<file path="src/rtl/pbc_pkg.sv">
package pbc_pkg;

    localparam int NCH         = 4;
    localparam int SYNC_STAGES = 2;
    localparam int DW          = 8;

    localparam int ARM_BIT  = 0;
    localparam int FLAG_BIT = 1;
    localparam int LVL_LSB  = 2;

    typedef struct packed {
        logic [NCH-1:0] lvl;
        logic           flag;
        logic           arm;
    } ctrl_t;

    localparam int CTRL_W = $bits(ctrl_t);
    localparam int PAD_W  = DW - CTRL_W;

    typedef struct packed {
        logic counter;
        logic reload;
        logic duty;
        logic mode;
    } tmr_rst_t;

    function automatic logic [DW-1:0] pack_rd(input ctrl_t c);
        return {{PAD_W{1'b0}}, c};
    endfunction

    function automatic tmr_rst_t fan_rst(input logic hold);
        tmr_rst_t r;
        r.counter = hold;
        r.reload  = hold;
        r.duty    = hold;
        r.mode    = hold;
        return r;
    endfunction

endpackage

</file>
<file path="src/rtl/pbc_sync.sv">
module pbc_sync #(
    parameter int   STAGES  = 2,
    parameter logic RST_VAL = 1'b1
) (
    input  logic clk,
    input  logic rst,
    input  logic d,
    output logic q
);
    logic [STAGES-1:0] sh;

    always_ff @(posedge clk) begin
        if (rst) sh <= {STAGES{RST_VAL}};
        else     sh <= {sh[STAGES-2:0], d};
    end

    assign q = sh[STAGES-1];
endmodule

</file>
<file path="src/rtl/pbc_latch.sv">
module pbc_latch
    import pbc_pkg::*;
(
    input  logic          clk,
    input  logic          rst,
    input  logic          brk_seen,
    input  logic          wr,
    input  logic [DW-1:0] wdata,
    output ctrl_t         ctrl,
    output logic          irq
);
    ctrl_t ctrl_q, ctrl_d;
    logic  irq_d;
    logic  clr_req;
    logic  set_req;

    assign clr_req = wr && !wdata[FLAG_BIT];
    assign set_req = ctrl_q.arm && brk_seen;

    always_comb begin
        ctrl_d = ctrl_q;
        if (wr) begin
            ctrl_d.arm = wdata[ARM_BIT];
            ctrl_d.lvl = wdata[LVL_LSB +: NCH];
        end
        if (clr_req)      ctrl_d.flag = 1'b0;
        else if (set_req) ctrl_d.flag = 1'b1;
        irq_d = ctrl_d.flag && !ctrl_q.flag;
    end

    always_ff @(posedge clk) begin
        if (rst) begin
            ctrl_q <= '0;
            irq    <= 1'b0;
        end else begin
            ctrl_q <= ctrl_d;
            irq    <= irq_d;
        end
    end

    assign ctrl = ctrl_q;
endmodule

</file>
<file path="src/rtl/pbc_outmux.sv">
module pbc_outmux #(
    parameter int N = 4
) (
    input  logic         force_en,
    input  logic [N-1:0] safe_lvl,
    input  logic [N-1:0] live,
    output logic [N-1:0] outp
);
    for (genvar i = 0; i < N; i++) begin : g_ch
        assign outp[i] = force_en ? safe_lvl[i] : live[i];
    end
endmodule

</file>
<file path="src/rtl/pwm_brk_ctrl.sv">
module pwm_brk_ctrl
    import pbc_pkg::*;
(
    input  logic          clk,
    input  logic          rst,
    input  logic          brk_pin_n,
    input  logic          bus_wr,
    input  logic [DW-1:0] bus_wdata,
    output logic [DW-1:0] bus_rdata,
    input  logic [NCH-1:0] pwm_in,
    output logic [NCH-1:0] pwm_out,
    output logic          rst_counter,
    output logic          rst_reload,
    output logic          rst_duty,
    output logic          rst_mode,
    output logic          irq
);
    logic     pin_sync_n;
    ctrl_t    ctrl;
    tmr_rst_t trst;

    pbc_sync #(.STAGES(SYNC_STAGES), .RST_VAL(1'b1)) u_sync (
        .clk (clk),
        .rst (rst),
        .d   (brk_pin_n),
        .q   (pin_sync_n)
    );

    pbc_latch u_latch (
        .clk      (clk),
        .rst      (rst),
        .brk_seen (!pin_sync_n),
        .wr       (bus_wr),
        .wdata    (bus_wdata),
        .ctrl     (ctrl),
        .irq      (irq)
    );

    pbc_outmux #(.N(NCH)) u_mux (
        .force_en (ctrl.flag),
        .safe_lvl (ctrl.lvl),
        .live     (pwm_in),
        .outp     (pwm_out)
    );

    assign trst        = fan_rst(ctrl.flag);
    assign rst_counter = trst.counter;
    assign rst_reload  = trst.reload;
    assign rst_duty    = trst.duty;
    assign rst_mode    = trst.mode;
    assign bus_rdata   = pack_rd(ctrl);
endmodule

</file>
<file path="config.mk">
export PLATFORM = sky130hd
export DESIGN_NAME = pwm_brk_ctrl
export DESIGN_NICKNAME = d
export VERILOG_FILES = /design/src/rtl/pbc_pkg.sv /design/src/rtl/pbc_sync.sv /design/src/rtl/pbc_latch.sv /design/src/rtl/pbc_outmux.sv /design/src/rtl/pwm_brk_ctrl.sv
export SDC_FILE = /design/constraint.sdc
export NUM_CORES = 1
export LEC_CHECK = 0
export ABC_AREA = 1
export BUFFER_PORTS_ARGS = -buffer_cell sky130_fd_sc_hd__buf_2
export CELL_PAD_IN_SITES_DETAIL_PLACEMENT = 1
export CELL_PAD_IN_SITES_GLOBAL_PLACEMENT = 2
export CORE_AREA = 2 2 49 51
export CTS_BUF_LIST = sky130_fd_sc_hd__clkbuf_4 sky130_fd_sc_hd__clkbuf_8
export CTS_CLUSTER_SIZE = 24
export DETAILED_ROUTE_END_ITERATION = 10
export DIE_AREA = 0 0 51 53
export GPL_ROUTABILITY_DRIVEN = 1
export PLACE_DENSITY = 0.9
export RECOVER_POWER = 50
export SLEW_MARGIN = 10
export SYNTH_ARGS = -nofsm -noshare
export SYNTH_HDL_FRONTEND = slang
export SYNTH_SLANG_ARGS = --single-unit
</file>
<file path="constraint.sdc">
create_clock -name clk -period 2.33 [get_ports clk]
set_input_delay 0.1165 -clock clk [delete_from_list [all_inputs] [get_ports clk]]
set_output_delay 0.1165 -clock clk [all_outputs]
set_load 0.01 [all_outputs]
</file>
# Yosys cells after proc, flatten, opt, wreduce, memory -nomap -nowiden

Index checks and enable logic that the tools add are counted.

Register bits: 9
Bits of input ports: 16
Output and inout port bits: 17
Word-level logic and storage cells: 17

Multiplexer cells: 6
Reductions and logical operators: 6

Operators with widths:

| operator            | count |
|---|---|
| $mux W1             | 6 |
| $logic_and A1 B1 Y1 | 3 |
| $logic_not A1 Y1    | 3 |

# Depth between registers and ports, before layout

Word-level depth: 5
Depth in mapped cells: 4
Gate-level depth less buffers: 4

# By module

From an unflattened synthesis, not the netlist that was laid out.

Cell total of the unflattened synthesis: 61
Area total of the unflattened synthesis: 406.6 µm²

Modules (own cells, without submodules):

| module       | times used | cells each | area each (µm²) | seq. area each (µm²) |
|---|---|---|---|---|
| pbc_latch    | 1          | 33         | 246.5           | 140.1 |
| pbc_sync     | 1          | 7          | 58.8            | 40.0 |
| pwm_brk_ctrl | 1          | 8          | 52.6            | 0.0 |
| pbc_outmux   | 1          | 13         | 48.8            | 0.0 |

# Worst setup path after synthesis

OpenSTA, ideal clock, no wires.

Path type: register -> output
Start: reg u_latch.ctrl_q, in the netlist u_latch.ctrl[1]
End: out pwm_out[0]
Arrival time: 743 ps
Data required time: 2,214 ps
Slack: 1,470 ps
Stages on the path, launching flop included: 4
Buffers on the path: 0
Cells stage by stage: dfxtp_1 inv_2 nand2_1 nand2_1

Word-level cells in the longest chain between the ends: 1

RTL lines:

| element                  | RTL line           | source |
|---|---|---|
| start: declaration       | pbc_latch.sv:12    | `ctrl_t ctrl_q, ctrl_d;` |
| start signal: assignment | pbc_latch.sv:36    | `ctrl_q <= ctrl_d;` |
| $mux W1                  | pbc_outmux.sv:10   | `assign outp[i] = force_en ? safe_lvl[i] : live[i];` |
| end: declaration         | pwm_brk_ctrl.sv:11 | `output logic [NCH-1:0] pwm_out,` |

No other way between the ends.

# Final worst setup path

Start: reg u_latch.ctrl_q, in the netlist u_latch.ctrl[1]
End: out pwm_out[1]

The elaborated chain is that of the path after synthesis.

==> reports/qor.yml <==
syn_area_per_cell_um2: 6.98
placementRows: 17
seqCellArea_um2: 180
drt-total-wl_um: 1050
clk_latency_ns: 0.25
criticalPathCategory: "reg2out"
drc: 0
layout.nets: 101
r2r-start: "u_latch.ctrl[1]$_SDFF_PP0_"
p_total_uw: 348
crit_slowest_cell: "dfxtp_1"
hold_start: "brk_pin_n"
hold_slack_ns: 0.0413
ant_nets: 0
period_needed_ns: 1.22
fillers: 289
cts.reportedPaths.clkPinSlew_ns: 0.06
ys_types: 11
drt-pass1-iter-count: 4
io_buffers: 28
rsz0062_at_grt: "no"
dieArea_mm2: 0.00270
grt_start_max_net_pins: 12
startpoint_type: "flop"
fp.coreArea_mm2: 0.00215
finClkSkew_ns: 0.000324
multi_input_area_um2: 158
synthCells: 57
crit_path_start: "u_latch.ctrl[1]$_SDFF_PP0_"
cp.arrival_ns: 1.10
hold_depth: 2
end_kind: "output pin"
yosys_register_bits: 9
netlist_area_um2: 398
cts-root-buf: "clkbuf_4"
hold_buffers: 0
fmax_ghz: 0.820
reg2reg_depth: 3
ys_seq_area_frac: 0.453
antenna_found_initial: 0
grt_pass1_wl_um: 1620
cpPeakStageDelay_ns: 0.50
power_density_mw_per_mm2: 626
cts_tree: "done"
p_leak_nw: 0.300
gr-total-overflow: 0
required_ns: 2.21
gp_congestion: 0.600
vias: 412
dp_hpwl_um: 846
antenna_cells: 0
via_per_inst: 3.68
crit_fanout: 11
drive_gt1_frac: 0.381
grt_pass1_vias: 366
wire_per_inst_um: 9.40
cts_sinks: 9
cpMostUsedCell: "nand2_1"
syn2layout_area_growth_pct: 39.6
worst-path-stages: 4
slew_violations: 0
status: "complete, no violations"
start_util: 0.185
fin_cells: 112
cp_num_buf_inv: 2
fp.dieH_um: 53
io_pins: 33
tns_ns: 0
setup_violations: 0
hold_viol: 0
die_width_um: 51
clock_tree.htree_level_count: 1
clk_path_buf_depth: 2
crit_chain: "inv_2 -> nand2_1 -> nand2_1 -> buf_2"
drv_cap: 0
numCtsBuffers: 3
vdd_drop_max_v: 0.000190
synth.yosys.warnings: 0
fin_crit_sh: 0.523
cts_resized: 0
dp_cells: 108
hold_class: "in2reg"
post_cts_buffers: 0
grt_usage: 0.0829
drt_iter0_drc: 8
cp_top_family: "flip-flops"
==> logic make-up after synthesis <==
group / count (synthesis) / share of synthesized area
AOI/OAI and AO/OA: 5 / 0.0629
DFF: 9 / 0.453
and+or+nand+nor: 31 / 0.314
other: 1 / 0.00942
buffers and inverters: 11 / 0.160
==> metal layers <==
layer,wire length [um],up-vias,track usage
li1,-,218,-
met1,448,172,0.103
met2,517,20,0.130
met3,69,2,0.0169
met4,17,0,0.0541
met5,0,-,0
==> metrics by stage <==
step,utilization,instance area (um^2),setup slack (ns)
finish,0.259,556,1.11
global route,0.259,556,0.958
CTS,0.262,562,1.10
detailed placement,0.248,532,1.38
global placement,0.248,532,1.39
floorplan,-,402,1.47
==> power breakdown <==
part	total, mW	switching (mW)	leakage (nW)	internal [mW]
Combinational	0.0483	0.0271	0.207	0.0212
Sequential	0.168	0.00566	0.0743	0.162
Clock	0.132	0.0543	0.0184	0.0776
Total	0.348	0.0870	0.300	0.261
==> registers in the layout, indices dropped and copies added, names as in the netlist <==
signal        cells
u_sync.sh         2
u_latch.irq       1
u_latch.ctrl      6
==> area by class of cell <==
class                   count  share of cell area
inverters                   5              0.0338
flip-flops and latches      9               0.324
well taps                  28              0.0631
repair buffers             28               0.241
multi-input cells          38               0.284
clock buffers               4              0.0541
==> final timing paths <==
path                        endpoint  slack (ns)
max                       pwm_out[1]        1.11
min          u_sync.sh[0]$_SDFF_PP1_        0.04
max reg2reg   u_latch.irq$_SDFF_PP0_        1.48
min reg2reg  u_sync.sh[1]$_SDFF_PP1_        0.42
==> synth_stat cells <==
cell | number | area, um^2
nor2_1 | 13 | 48.8
or2_2 | 2 | 12.5
conb_1 | 1 | 3.75
inv_2 | 2 | 7.51
nand3_1 | 1 | 5.00
buf_4 | 6 | 45.0
nand2_1 | 14 | 52.6
inv_1 | 3 | 11.3
o21ai_0 | 5 | 25.0
dfxtp_1 | 9 | 180
nor2_2 | 1 | 6.26
==> cells in the final DEF, fill, tap and decap left out, types with 2 or more instances in the layout <==
cell	netlist	final
clkbuf_1	0	5
inv_2	2	2
dfxtp_1	9	9
or2_2	2	2
buf_2	0	23
clkbuf_4	0	4
o21ai_0	5	5
nor2_1	13	13
nand2_1	14	14
conb_1	1	2
inv_1	3	3
(Power assumes the default switching activity.)
